File: src/rtl/irqc_pkg.sv
package irqc_pkg;
  localparam int unsigned ADDR_W = 3;
  localparam logic [ADDR_W-1:0] A_LMASK0  = 3'd0;
  localparam logic [ADDR_W-1:0] A_LMASK1  = 3'd1;
  localparam logic [ADDR_W-1:0] A_MMASKA  = 3'd2;
  localparam logic [ADDR_W-1:0] A_MMASKB  = 3'd3;
  localparam logic [ADDR_W-1:0] A_STAT0   = 3'd4;
  localparam logic [ADDR_W-1:0] A_STAT1   = 3'd5;
  localparam logic [ADDR_W-1:0] A_MAPSTAT = 3'd6;
endpackage

File: src/rtl/irqc_sync.sv
module irqc_sync #(
  parameter int unsigned W = 8
) (
  input  logic         clk,
  input  logic         rst_n,
  input  logic [W-1:0] d,
  output logic [W-1:0] q
);
  logic [W-1:0] meta;

  always_ff @(posedge clk or negedge rst_n) begin
    if (!rst_n) begin
      meta <= '0;
      q    <= '0;
    end else begin
      meta <= d;
      q    <= meta;
    end
  end
endmodule

File: src/rtl/irqc_regs.sv
module irqc_regs
  import irqc_pkg::*;
#(
  parameter int unsigned W     = 8,
  parameter int unsigned CASC0 = 2,
  parameter int unsigned CASC1 = 3
) (
  input  logic              clk,
  input  logic              rst_n,
  input  logic              we,
  input  logic [ADDR_W-1:0] addr,
  input  logic [W-1:0]      wdata,
  input  logic [W-1:0]      stat0,
  input  logic [W-1:0]      stat1,
  input  logic [W-1:0]      mapstat,
  output logic [W-1:0]      lmask0,
  output logic [W-1:0]      lmask1,
  output logic [W-1:0]      mmaska,
  output logic [W-1:0]      mmaskb,
  output logic [W-1:0]      rdata
);
  localparam logic [W-1:0] CBIT0 = W'(1) << CASC0;
  localparam logic [W-1:0] CBIT1 = W'(1) << CASC1;

  // cascade bit of each local mask is owned by the map-mask write path
  always_ff @(posedge clk or negedge rst_n) begin
    if (!rst_n) begin
      lmask0 <= '0;
      lmask1 <= '0;
      mmaska <= '0;
      mmaskb <= '0;
    end else if (we) begin
      unique case (addr)
        A_LMASK0: lmask0 <= (wdata & ~CBIT0) | (lmask0 & CBIT0);
        A_LMASK1: lmask1 <= (wdata & ~CBIT1) | (lmask1 & CBIT1);
        A_MMASKA: begin
          mmaska         <= wdata;
          lmask0[CASC0]  <= |wdata;
        end
        A_MMASKB: begin
          mmaskb         <= wdata;
          lmask1[CASC1]  <= |wdata;
        end
        default: ;
      endcase
    end
  end

  always_comb begin
    unique case (addr)
      A_LMASK0:  rdata = lmask0;
      A_LMASK1:  rdata = lmask1;
      A_MMASKA:  rdata = mmaska;
      A_MMASKB:  rdata = mmaskb;
      A_STAT0:   rdata = stat0;
      A_STAT1:   rdata = stat1;
      A_MAPSTAT: rdata = mapstat;
      default:   rdata = '0;
    endcase
  end
endmodule

File: src/rtl/irqc_level.sv
module irqc_level #(
  parameter int unsigned W    = 8,
  parameter int unsigned CASC = 2,
  parameter int unsigned IW   = $clog2(W)
) (
  input  logic          clk,
  input  logic          rst_n,
  input  logic [W-1:0]  loc_stat,
  input  logic [W-1:0]  map_stat,
  input  logic [W-1:0]  loc_mask,
  input  logic [W-1:0]  map_mask,
  output logic [W-1:0]  eff_stat,
  output logic          irq,
  output logic [IW+1:0] vec
);
  logic [W-1:0]  map_act;
  logic [W-1:0]  loc_act;
  logic [IW-1:0] map_idx;
  logic [IW-1:0] loc_idx;
  logic [IW+1:0] vec_d;

  always_comb begin
    map_act        = map_stat & map_mask;
    eff_stat       = loc_stat;
    eff_stat[CASC] = |map_act;
    loc_act        = eff_stat & loc_mask;
  end

  // highest set bit wins: later iterations overwrite earlier ones
  always_comb begin
    map_idx = '0;
    loc_idx = '0;
    for (int i = 0; i < int'(W); i++) begin
      if (map_act[i]) map_idx = IW'(i);
      if (loc_act[i]) loc_idx = IW'(i);
    end
  end

  always_comb begin
    vec_d = '0;
    if (loc_act[CASC])  vec_d = {1'b1, 1'b1, map_idx};
    else if (|loc_act)  vec_d = {1'b1, 1'b0, loc_idx};
  end

  always_ff @(posedge clk or negedge rst_n) begin
    if (!rst_n) begin
      irq <= 1'b0;
      vec <= '0;
    end else begin
      irq <= |loc_act;
      vec <= vec_d;
    end
  end
endmodule

File: src/rtl/irq_cascade_ctrl.sv
module irq_cascade_ctrl
  import irqc_pkg::*;
#(
  parameter int unsigned W     = 8,
  parameter int unsigned CASC0 = 2,
  parameter int unsigned CASC1 = 3
) (
  input  logic                  clk,
  input  logic                  rst_n,
  input  logic [W-1:0]          lvl0_src,
  input  logic [W-1:0]          lvl1_src,
  input  logic [W-1:0]          map_src,
  input  logic [ADDR_W-1:0]     reg_addr,
  input  logic                  reg_we,
  input  logic [W-1:0]          reg_wdata,
  output logic [W-1:0]          reg_rdata,
  output logic                  irq_lvl0,
  output logic                  irq_lvl1,
  output logic [$clog2(W)+1:0]  vec_lvl0,
  output logic [$clog2(W)+1:0]  vec_lvl1
);
  localparam int unsigned IW     = $clog2(W);
  localparam int unsigned NLVL   = 2;
  localparam int unsigned SYNC_W = (NLVL + 1) * W;

  logic [SYNC_W-1:0] raw_all, sync_all;
  logic [W-1:0]      map_s;
  logic [W-1:0]      loc_s    [NLVL];
  logic [W-1:0]      lmask    [NLVL];
  logic [W-1:0]      mmask    [NLVL];
  logic [W-1:0]      eff      [NLVL];
  logic              irq_g    [NLVL];
  logic [IW+1:0]     vec_g    [NLVL];

  assign raw_all = {map_src, lvl1_src, lvl0_src};

  irqc_sync #(.W(SYNC_W)) u_sync (
    .clk(clk), .rst_n(rst_n), .d(raw_all), .q(sync_all)
  );

  assign loc_s[0] = sync_all[W-1:0];
  assign loc_s[1] = sync_all[2*W-1:W];
  assign map_s    = sync_all[3*W-1:2*W];

  irqc_regs #(.W(W), .CASC0(CASC0), .CASC1(CASC1)) u_regs (
    .clk(clk), .rst_n(rst_n), .we(reg_we), .addr(reg_addr),
    .wdata(reg_wdata), .stat0(eff[0]), .stat1(eff[1]), .mapstat(map_s),
    .lmask0(lmask[0]), .lmask1(lmask[1]),
    .mmaska(mmask[0]), .mmaskb(mmask[1]), .rdata(reg_rdata)
  );

  for (genvar g = 0; g < int'(NLVL); g++) begin : g_lvl
    localparam int unsigned CB = (g == 0) ? CASC0 : CASC1;
    irqc_level #(.W(W), .CASC(CB), .IW(IW)) u_lvl (
      .clk(clk), .rst_n(rst_n),
      .loc_stat(loc_s[g]), .map_stat(map_s),
      .loc_mask(lmask[g]), .map_mask(mmask[g]),
      .eff_stat(eff[g]), .irq(irq_g[g]), .vec(vec_g[g])
    );
  end

  assign irq_lvl0 = irq_g[0];
  assign irq_lvl1 = irq_g[1];
  assign vec_lvl0 = vec_g[0];
  assign vec_lvl1 = vec_g[1];
endmodule

File: config.mk
export PLATFORM = sky130hd
export DESIGN_NAME = irq_cascade_ctrl
export DESIGN_NICKNAME = d
export VERILOG_FILES = /design/src/rtl/irqc_pkg.sv /design/src/rtl/irqc_sync.sv /design/src/rtl/irqc_regs.sv /design/src/rtl/irqc_level.sv /design/src/rtl/irq_cascade_ctrl.sv
export SDC_FILE = /design/constraint.sdc
export NUM_CORES = 1
export LEC_CHECK = 0
export BUFFER_PORTS_ARGS = -buffer_cell sky130_fd_sc_hd__buf_4
export CORE_UTILIZATION = 32
export DETAILED_ROUTE_END_ITERATION = 12
export PLACE_DENSITY = 0.57
export SLEW_MARGIN = 10
export SYNTH_ARGS = -nofsm -noshare
export SYNTH_HDL_FRONTEND = slang
export SYNTH_HIERARCHICAL = 1
export SYNTH_SLANG_ARGS = --single-unit
File: constraint.sdc
create_clock -name clk -period 1.4 [get_ports clk]
set_input_delay 0.07 -clock clk [delete_from_list [all_inputs] [get_ports clk]]
set_output_delay 0.07 -clock clk [all_outputs]
set_load 0.02 [all_outputs]
# Yosys cells after proc, flatten, opt, wreduce, memory -nomap -nowiden
# Cells that the tools add are included.
# word_totals
regBits,92
latch_bits,0
ramBits,0
rom_bits,0
input_bits,38
n_memories,0
# op_classes
add_sub_neg,0
multipliers,0
n_div,0
magnitude_cmp,0
n_eq_ne,6
shift,0
muxes,33
bitwise_logic,6
reduce_logical,14
# op_table
operator,count
8-bit one-hot mux with 7 select lines,1
3-bit two-way mux,16
8-bit OR reduction,5
8-bit bitwise AND,4
5-bit two-way mux,4
2-bit two-way mux,6
2-bit AND reduction,6
3-bit == test (second input constant),3
8-bit by 3-bit OR with 8-bit output,1
8-bit by 4-bit OR with 8-bit output,1
3-bit by 2-bit == test with 1-bit output (second input constant),2
1-bit two-way mux,4
1-bit one-hot mux with 2 select lines,2
2-bit nonzero test,2
3-bit by 1-bit == test with 1-bit output (second input constant),1
3-bit zero test,1

# Longest topological paths before layout
# Gate-level depths: netlist of the first run.
# logic_depth
depth_word,11
mapped_depth,6
depth_no_buf,5

# Hierarchy
# The synthesis of the first run kept the hierarchy.
# by_module_without_submodules
mod,n_inst,cells_per_inst,area_each_um2,seq_area_each_um2
irqc_regs,1,146,1820.5,800.8
irqc_sync,1,48,1201.2,1201.2
irqc_level,2,46,474.2,150.1

# Least setup slack after synthesis of the first run
# No wires, ideal clock.
# synth_timing
path_type,register -> output
startpoint,register u_sync.q[22]
endpoint,output port reg_rdata[2]
arrival_ns,1.460
t_required_ns,1.330
path_slack_ns,-0.130
path_stages_with_launch,6
path_cell_list,dfrtp_1 > a22oi_4 > nand4_4 > and2_1 > a221oi_1 > o21ai_0
# synth_lines
element,line_no,rtl
"start, declared",irqc_sync.sv:7,output logic [W-1:0] q
"start signal, assigned",irqc_sync.sv:17,q <= meta;
"end, declared",irq_cascade_ctrl.sv:16,"output logic [W-1:0] reg_rdata,"

==> metrics.cfg, run 1 <==
[hold_path]
min_path_type = in2reg

[detailed_routing]
final_antenna_net_count = 0
drc = 3
drtPass1Iterations = 9
drt-total-wl_um = 9510
wl_per_cell_um = 17.4
via_per_inst = 4.95
drtIter0Drc = 149
num_vias = 2703

[placed_design]
place_congestion = 0.864
dpl.cell_count = 499
dp_hpwl_um = 6910
port_buffers = 55

[cts]
clk_latency_ps = 330
cts_made_buffers = 9
clock_sinks = 88
cts_root_buf = clkbuf_16
tritoncts = yes
cts_buffer_depth = 2
htree_levels = 3
clkTransAtPathRegs_ps = 60

[floorplanning]
fp.dieW_um = 112
dieArea_sq_mm = 0.0125
initial_core_util = 0.333
die_h_um = 112
core_sq_mm = 0.0116
io_pins = 58
fp-row-count = 39

[synth]
syn_inst = 282
syn-num-nets = 320
syn_area_sq_mm = 0.00387
avgSynthCellArea_sq_um = 13.7
ys_warn_count = 6

[timing]
worst_slack_ps = -514
whs_ps = 20.2
setup_viol = 11
timing.final.crit_share = 1.37
fmax_mhz = 523
min_period_ps = 1910
tightest_slew_ps = 494
finClkSkew_ps = 3.53
rsz0062_at_grt = true
slew_violations = 0
hold_viol = 0
slew_headroom = 0.671

[worst_setup_path]
critical_path_arrival_ps = 1840
crit_chain = a22oi_4 > nand4_4 > mux2_4 > a21oi_2 > o211ai_1 > buf_4
cp_max_fo = 2
setup.worst_path.start_class = register
slowest_delay_ps = 420
critPathSlowestCell = dfrtp_1
required_ps = 1330
endpoint_kind = output port
crit_family = compound AO/OA/AOI/OAI gates
path_buf_inv = 1
critPathKind = reg2out

[global_route]
grt_max_degree = 38
grt-ovfl-total = 0
grt_pass1_vias = 2776
grt_util_all_layers = 0.164
antenna_found_initial = 0
grt_pass1_wl_um = 15300

[outcome]
outcome = finished with violations
violations = DRC, setup timing

[pwr]
powerDensity_mw_per_mm2 = 1420
finalPower_w = 0.00774
leakage_nw = 2.44
peakVddDrop_uv = 698

[layout]
antenna_cells = 0
area_delta_synth_final_pct = 40.3
fin_cells = 546
drive_above_1_share = 0.494
finish.utilization = 0.468
final_net_count = 436

[job]
cap_viol_max_count = 0

==> stage by stage <==
step	TNS, ps	setup slack, ps	area [sq um]
after floorplan	-19.2	-19.2	3890
after global placement	-327	-138	4680
after detailed placement	-489	-179	4680
after CTS	-2640	-518	5350
after global routing	-3210	-567	5430
final	-2450	-514	5430
==> layer usage <==
metal | vias up | track usage | share of wire
li1 | 1267 | - | -
met1 | 1358 | 0.227 | 0.46
met2 | 65 | 0.249 | 0.48
met3 | 13 | 0.0414 | 0.046
met4 | 0 | 0.0578 | 0.017
met5 | - | 0 | 0
==> final cells by class <==
cell class	count	area, sq um
tap	143	179
timing repair buffer	131	1140
inverter	5	18.8
clock buffer	13	240
multi-input combinational	163	1580
sequential	88	2210
fill	1086	6180
clock inverter	3	67.6
==> report_power, final <==
| part | switching [W] | internal, W | leakage (nW) |
|---|---|---|---|
| clock | 0.000918 | 0.00157 | 0.144 |
| combinational | 0.000924 | 0.00115 | 1.27 |
| sequential | 0.000266 | 0.00291 | 1.02 |
==> path summary, 6_finish.rpt <==
check / start / slack, ps / endpoint / cells past startpoint
max: u_regs/mmaskb[6]$_DFFE_PN0P_ / -510 / reg_rdata[3] / 6
min: reg_wdata[3] / 20 / u_regs/mmaskb[3]$_DFFE_PN0P_ / 2
max reg2reg: u_sync/q[22]$_DFF_PN0_ / -40 / g_lvl[0].u_lvl/vec[1]$_DFF_PN0_ / 5
min reg2reg: u_sync/meta[7]$_DFF_PN0_ / 350 / u_sync/q[7]$_DFF_PN0_ / 0
max in group asynchronous: rst_n / 650 / u_sync/q[17]$_DFF_PN0_ / 3
min in group asynchronous: rst_n / 200 / u_sync/meta[20]$_DFF_PN0_ / 2
==> registers in the layout, summed over array words and instances (netlist names) <==
name,flops
u_sync/meta,22
u_sync/q,22
g_lvl.u_lvl/vec,10
u_regs/lmask0,8
u_regs/lmask1,8
u_regs/mmaska,8
u_regs/mmaskb,8
g_lvl.u_lvl/irq,2
==> cells in the final DEF (no fill, tap or decap), drive strengths merged, types with 2 or more instances in the layout <==
| cell | n |
|---|---|
| a21oi | 10 |
| a221oi | 5 |
| a222oi | 2 |
| a22o | 2 |
| a22oi | 10 |
| a31oi | 2 |
| a32o | 5 |
| a32oi | 2 |
| and2 | 6 |
| and3b | 2 |
| and4b | 5 |
| buf | 107 |
| bufinv | 2 |
| clkbuf | 13 |
| dfrtp | 88 |
| dlygate4sd3 | 24 |
| inv | 5 |
| mux2 | 45 |
| mux2i | 5 |
| nand2 | 21 |
| nand3 | 2 |
| nand3b | 2 |
| nand4 | 2 |
| nand4b | 3 |
| nor2 | 3 |
| nor3b | 5 |
| nor4b | 3 |
| o211ai | 2 |
| o21ai | 10 |
| or4 | 2 |
==> worst reg2reg max path: stages (launching register included) <==
cell     delay, ps
dfrtp_2        450
a22oi_4        260
nand4_4        110
buf_6          140
nand2_4         80
mux2_4         290
==> timing repair <==
item	in CTS	in global routing
setup endpoints to repair	14	16
buffers inserted	6	4
pin swaps	12	9
resized for setup	24	17
hold endpoints to repair	52	0
hold buffers	24	0
(Power assumes the default switching activity.)
==> inputs of run 2 (changes only) <==
--- a/config.mk
+++ b/config.mk
@@ -5,10 +5,11 @@
 export SDC_FILE = /design/constraint.sdc
 export NUM_CORES = 1
 export LEC_CHECK = 0
+export ABC_AREA = 1
 export BUFFER_PORTS_ARGS = -buffer_cell sky130_fd_sc_hd__buf_4
 export CORE_UTILIZATION = 32
 export DETAILED_ROUTE_END_ITERATION = 12
-export PLACE_DENSITY = 0.57
+export PLACE_DENSITY = 0.56
 export SLEW_MARGIN = 10
 export SYNTH_ARGS = -nofsm -noshare
 export SYNTH_HDL_FRONTEND = slang
==> run 2 against run 1 <==
Net effect:
- the run ends with setup timing left
- register-to-register slack better by 100 ps
- largest cell class unchanged
- critical endpoint unchanged
- first-iteration DRC count shrank 12%
- via count grew 14%
==> metrics.cfg, run 2 <==
[pwr]
finalPower_w = 0.00755  ; -2.4%
swShare = 0.285  ; +0.0123
power_frac_comb = 0.236  ; -0.033
peakVddDrop_uv = 547  ; -22%
powerDensity_mw_per_mm2 = 1440  ; +1.0%
intPower_w = 0.00540  ; -4.1%
leakage_nw = 2.60  ; +6.7%
power_frac_seq = 0.415  ; +0.005
p_switching_w = 0.00215  ; +2.0%
power_frac_clock = 0.350  ; +0.029

[timing]
setup_viol = 2  ; -9
fmax_mhz = 600  ; +15%
finClkSkew_ps = 6.42  ; +2.89 ps
fin_setup_tns_ps = -505  ; +1940 ps
slew_headroom = 0.743  ; +0.0722
min_period_ps = 1670  ; -247 ps
worst_slack_ps = -267  ; +247 ps
rsz0062_at_grt = true
tightest_slew_ps = 386  ; -108 ps
timing.final.crit_share = 1.19  ; -0.176
slew_violations = 0  ; unchanged
hold_viol = 0  ; unchanged

[detailed_routing]
wl_per_cell_um = 14.2  ; -19%
final_antenna_net_count = 0  ; unchanged
num_vias = 3088  ; +14%
drtPass1Iterations = 4  ; -5
via_per_inst = 4.55  ; -8.1%
drtIter0Drc = 131  ; -12%
drc = 0  ; -3
drt-total-wl_um = 9630  ; +1.3%

[worst_setup_path]
critical_path_arrival_ps = 1600  ; -240 ps
critPathKind = reg2out
cp_max_fo = 3  ; +1
setup.worst_path.start_class = register
required_ps = 1330  ; about the same
endpoint_kind = output port

[layout]
reg_top3 = u_sync/meta: 22 flops, u_sync/q: 22 flops, g_lvl.u_lvl/vec: 10 flops
final_common_cell = nand2_1
final_cell_mix = nand2_1, dfrtp_1, buf_4, nand4_1, nor2_1
antenna_cells = 0  ; unchanged
postLayoutCellArea_sq_mm = 0.00525  ; -3.4%
area_delta_synth_final_pct = 31.9
drive_above_1_share = 0.295  ; -0.198
final_net_count = 546  ; +25%

[cts]
htree_levels = 3  ; unchanged
clk_latency_ps = 340  ; about the same
cts_buffer_depth = 2  ; unchanged
clock_sinks = 88  ; unchanged
tritoncts = yes
cts_root_buf = clkbuf_16
cts_made_buffers = 9  ; unchanged
clkTransAtPathRegs_ps = 60  ; about the same

[global_route]
grt_pass1_vias = 3108  ; +12%
grt_max_degree = 33  ; -13%
antenna_found_initial = 0  ; unchanged
grt-ovfl-total = 0  ; unchanged
grt_pass1_wl_um = 15700  ; +2.7%
grt_util_all_layers = 0.163  ; -0.000560

[job]
cap_viol_max_count = 0  ; unchanged

[floorplanning]
core_sq_mm = 0.0121  ; +3.9%
fp-row-count = 40  ; +2.6%
dieArea_sq_mm = 0.0129  ; +2.7%
initial_core_util = 0.330  ; -0.00345
io_pins = 58  ; unchanged
fp.dieW_um = 113  ; +1.4%
die_h_um = 113  ; +1.4%

[placed_design]
place_congestion = 0.835  ; -3.3%
dp_hpwl_um = 6780  ; -1.8%
place_area_sq_mm = 0.00449  ; -4.1%
port_buffers = 55  ; unchanged

[synth]
ys_warn_count = 6  ; unchanged
syn-num-nets = 462  ; +44%
syn_area_sq_mm = 0.00398  ; +2.8%
avgSynthCellArea_sq_um = 9.38  ; -32%
syn_inst = 424  ; +50%

[hold_path]
min_path_type = in2reg

[outcome]
violations = setup timing
outcome = finished with violations

-- run 2: cell type report --
cell class                 count  area [sq um]
clock buffer                  10           229
clock inverter                 4          95.1
fill                        1160          6820
inverter                      27           109
multi-input combinational    278          1480
sequential                    88          2200
tap                          168           210
timing repair buffer         104           918
-- run 2: final timing paths --
path / endpoint / cells after the start / startpoint / slack, ps
worst min register to register: u_sync/q[4]$_DFF_PN0_ / 0 / u_sync/meta[4]$_DFF_PN0_ / 340
min in group asynchronous: u_sync/q[8]$_DFF_PN0_ / 2 / rst_n / 190
worst max-delay path: reg_rdata[3] / 9 / u_sync/q[18]$_DFF_PN0_ / -270
worst max register to register: g_lvl[1].u_lvl/vec[0]$_DFF_PN0_ / 11 / u_sync/q[18]$_DFF_PN0_ / 60
worst min-delay path: u_regs/mmaskb[3]$_DFFE_PN0P_ / 3 / reg_wdata[3] / 60
max in group asynchronous: u_sync/q[12]$_DFF_PN0_ / 3 / rst_n / 650
-- run 2: power by group through the flow --
stage,combinational [W],sequential (W),clock (W)
after floorplan,0.000880,0.00326,0
after global placement,0.00156,0.00316,0
after detailed placement,0.00157,0.00317,0
after CTS,0.00174,0.00313,0.00271
after global routing,0.00195,0.00317,0.00283
final,0.00178,0.00313,0.00264
-- run 2: metrics by stage --
step	util	instances	worst slack, ps	hold WS (ps)
4_1_cts	0.431	679	-260	49.7
6_report	0.435	679	-267	62.2
2_1_floorplan	-	424	228	-226
3_5_place_dp	0.373	627	66.1	22.8
5_1_grt	0.435	679	-362	60.0
3_3_place_gp	0.373	627	62.3	27.6
-- run 2: repair_timing --
action,in CTS,in global routing
pin swaps,16,18
cloned,0,0
setup buffers,15,6
hold endpoints to repair,47,0
resized for setup,13,13
hold buffers,23,0
setup endpoints to repair,2,10
-- run 2: routing by layer --
layer  routed length [um]  share of wire  vias up  GRT usage
li1                     -              -     1538          -
met1                 4310           0.45     1464      0.206
met2                 4710           0.49       72      0.267
met3                  427          0.044       14     0.0372
met4                  187          0.019        0     0.0737
met5                    0              0        -          0
-- run 2: critical path, cell delays in order, from the launching register on --
cell	delay, ps
dfrtp_1	440
nand2_2	130
nand2_4	60
nor2_4	120
nand2_4	50
nand4_1	90
nand2_1	60
nor2_1	80
nand2_1	80
buf_6	140
==> inputs of run 3 (changes only) <==
--- a/config.mk
+++ b/config.mk
@@ -9,9 +9,7 @@
 export BUFFER_PORTS_ARGS = -buffer_cell sky130_fd_sc_hd__buf_4
 export CORE_UTILIZATION = 32
 export DETAILED_ROUTE_END_ITERATION = 12
-export PLACE_DENSITY = 0.56
 export SLEW_MARGIN = 10
 export SYNTH_ARGS = -nofsm -noshare
 export SYNTH_HDL_FRONTEND = slang
-export SYNTH_HIERARCHICAL = 1
 export SYNTH_SLANG_ARGS = --single-unit
==> run 3 against run 2 <==
Net effect:
- die area is 11% lower
- via count shrank 8.1%
- synthesized cell count down 10%
- clock skew down 0.61 ps
- global-route usage down 0.12 points
- non-clock buffer count shrank 2
- the flow still finishes with violations (setup timing)
- worst setup slack better by 150 ps
- routed wire length shrank 12%
- sequential cell count unchanged
- cell count down 7.7%
- sequential share of layout area is 3.7 points higher
- largest power group unchanged
==> metrics.cfg, run 3 <==
[outcome]
outcome = finished with violations
violations = setup timing

[layout]
drive_above_1_share = 0.316  ; +0.0202
final_common_cell = nand2_1
area_delta_synth_final_pct = 36.5
final_cell_mix = nand2_1, dfrtp_1, buf_4, dlygate4sd3_1, nand2_2
reg_top3 = u_sync.meta: 22 flops, u_sync.q: 22 flops, g_lvl.u_lvl.vec: 10 flops
final_net_count = 526  ; -3.7%
antenna_cells = 0  ; unchanged

[global_route]
grt_pass1_vias = 2831  ; -8.9%
grt_max_degree = 57  ; +73%
grt_pass1_wl_um = 13900  ; -12%
antenna_found_initial = 0  ; unchanged
grt-ovfl-total = 0  ; unchanged
grt_util_all_layers = 0.162  ; -0.00118

[pwr]
peakVddDrop_uv = 549  ; +0.47%
powerDensity_mw_per_mm2 = 1340  ; -6.8%
finalPower_w = 0.00646  ; -14%
leakage_nw = 2.43  ; -6.7%

[synth]
ys_seq_area_frac = 0.624
synth_top_family_by_area = simple AND/OR/NAND/NOR gates
ys_warn_count = 0  ; -6
synth-compound-area-share = 0.0926
synth_cell_types = 22
synth_flop_cell = dfrtp_1
avgSynthCellArea_sq_um = 9.29  ; -1.0%
synth.ff_latch_count = 88
synth.most_common_cell = nand2_1
synth_area_leader_cell = dfrtp_1
synth.area.mux_share = 0
syn_area_sq_mm = 0.00353  ; -11%
synth_edf_count = 0
syn_inst = 380  ; -10%
synthTopCellsByCount = nand2_1, dfrtp_1, inv_1
syn-num-nets = 418  ; -9.5%
yosys.area_share.xor_xnor = 0
synthAdderAreaFrac = 0
synthTopCellsByArea = dfrtp_1, nand2_1, o21ai_2
ys_async_sr_fraction = 1.00
netlist.area_leader.share = 0.624
synthSimpleGateAreaFrac = 0.239

[cts]
clkTransAtPathRegs_ps = 80  ; +20 ps
htree_levels = 3  ; unchanged
tritoncts = yes
cts_root_buf = clkbuf_8
clock_sinks = 88  ; unchanged
clk_latency_ps = 350  ; about the same
cts_made_buffers = 9  ; unchanged
cts_buffer_depth = 2  ; unchanged

[floorplanning]
io_pins = 58  ; unchanged
fp.dieW_um = 107  ; -5.7%
initial_core_util = 0.336  ; +0.00598
die_h_um = 107  ; -5.7%
core_sq_mm = 0.0105  ; -13%
dieArea_sq_mm = 0.0115  ; -11%
fp-row-count = 37  ; -7.5%

[placed_design]
place_congestion = 0.871  ; +4.3%
dp_hpwl_um = 6330  ; -6.7%
dp_slack_ps = -21.6  ; -87.7 ps
port_buffers = 55  ; unchanged

[timing]
slew_headroom = 0.776  ; +0.0331
finClkSkew_ps = 5.81  ; -0.614 ps
fmax_mhz = 659  ; +9.8%
slew_violations = 0  ; unchanged
min_period_ps = 1520  ; -149 ps
rsz0062_at_grt = true
setup_viol = 3  ; +1
hold_viol = 0  ; unchanged
tightest_slew_ps = 336  ; -50.1 ps
timing.final.crit_share = 1.08  ; -0.106
worst_slack_ps = -118  ; +149 ps

[worst_setup_path]
critical_path_arrival_ps = 1450  ; -150 ps
endpoint_kind = output port
r2r_cells = 9  ; -2
required_ps = 1330  ; about the same
rr_startpoint = u_sync.q[21]$_DFF_PN0_
crit_end = reg_rdata[2]
r2r_end = g_lvl[0].u_lvl.vec[0]$_DFF_PN0_
setup.worst_path.start_class = register
r2r_slack_ps = 80  ; +20 ps
cp_max_fo = 3  ; unchanged
critPathKind = reg2out
cp-startpoint = u_sync.q[21]$_DFF_PN0_

[hold_path]
min_path_type = in2reg
holdCritStartpoint = reg_wdata[3]
min_path_cells = 3  ; unchanged

[detailed_routing]
drtIter0Drc = 122  ; -6.9%
drt-total-wl_um = 8510  ; -12%
final_antenna_net_count = 0  ; unchanged
via_per_inst = 4.53  ; -0.47%
wl_per_cell_um = 13.6  ; -4.3%
num_vias = 2838  ; -8.1%
drtPass1Iterations = 4  ; unchanged
drc = 0  ; unchanged

[job]
cap_viol_max_count = 0  ; unchanged

[run 3: metrics by stage]
step	std cells	area (sq um)	util	setup TNS, ps	hold WS, ps
floorplan	380	3530	-	0	-226
global placement	577	4160	0.396	0	-93.9
detailed placement	577	4160	0.396	-21.6	-91.7
CTS	624	4720	0.449	-211	52.7
global route	627	4820	0.458	-672	50.9
finish	627	4820	0.458	-196	56.2
[run 3: final cells by class]
class                      instances  area (sq um)
fill                            1013          5690
clock buffer                      11           151
multi-input combinational        257          1280
timing repair buffer             102           858
inverter                          30           114
sequential                        88          2200
clock inverter                     3          42.5
tap                              136           170
[run 3: worst min path at each step]
stage / slack [ps] / to
2_1_floorplan: -230 / g_lvl[0].u_lvl.irq$_DFF_PN0_
3_3_place_gp: -90 / u_sync.meta[12]$_DFF_PN0_
3_5_place_dp: -90 / u_sync.meta[12]$_DFF_PN0_
4_1_cts: 50 / u_regs.lmask0[3]$_DFFE_PN0P_
5_1_grt: 50 / u_regs.mmaska[3]$_DFFE_PN0P_
6_report: 60 / u_regs.lmask0[3]$_DFFE_PN0P_
[run 3: timing repair]
item,CTS,global route
endpoints found under the hold margin,110,0
buffers inserted,10,4
pin swaps,15,16
hold buffers,23,0
resized for setup,18,30
endpoints found under the setup margin,4,16
[run 3: layer usage]
layer	global-route usage	wire [um]
met5	0	0
met4	0.0519	162
met3	0.0407	386
met2	0.261	3980
met1	0.214	3980
[run 3: critical path, stage by stage, from the launching register on]
cell     delay, ps
dfrtp_1        430
nand2_2        120
nand2_2         70
nor2_4         130
nand2_2         70
nand2_2         60
nand3_2         80
buf_6          140
[run 3: power breakdown]
part / switching (W) / internal [W]
combinational: 0.000893 / 0.000741
sequential: 0.000216 / 0.00288
clock: 0.000826 / 0.000899
total: 0.00193 / 0.00452
[run 3: logic make-up after synthesis]
| group | Yosys count |
|---|---|
| simple gates | 204 |
| buf+inv | 35 |
| compound gates | 53 |
| flops | 88 |
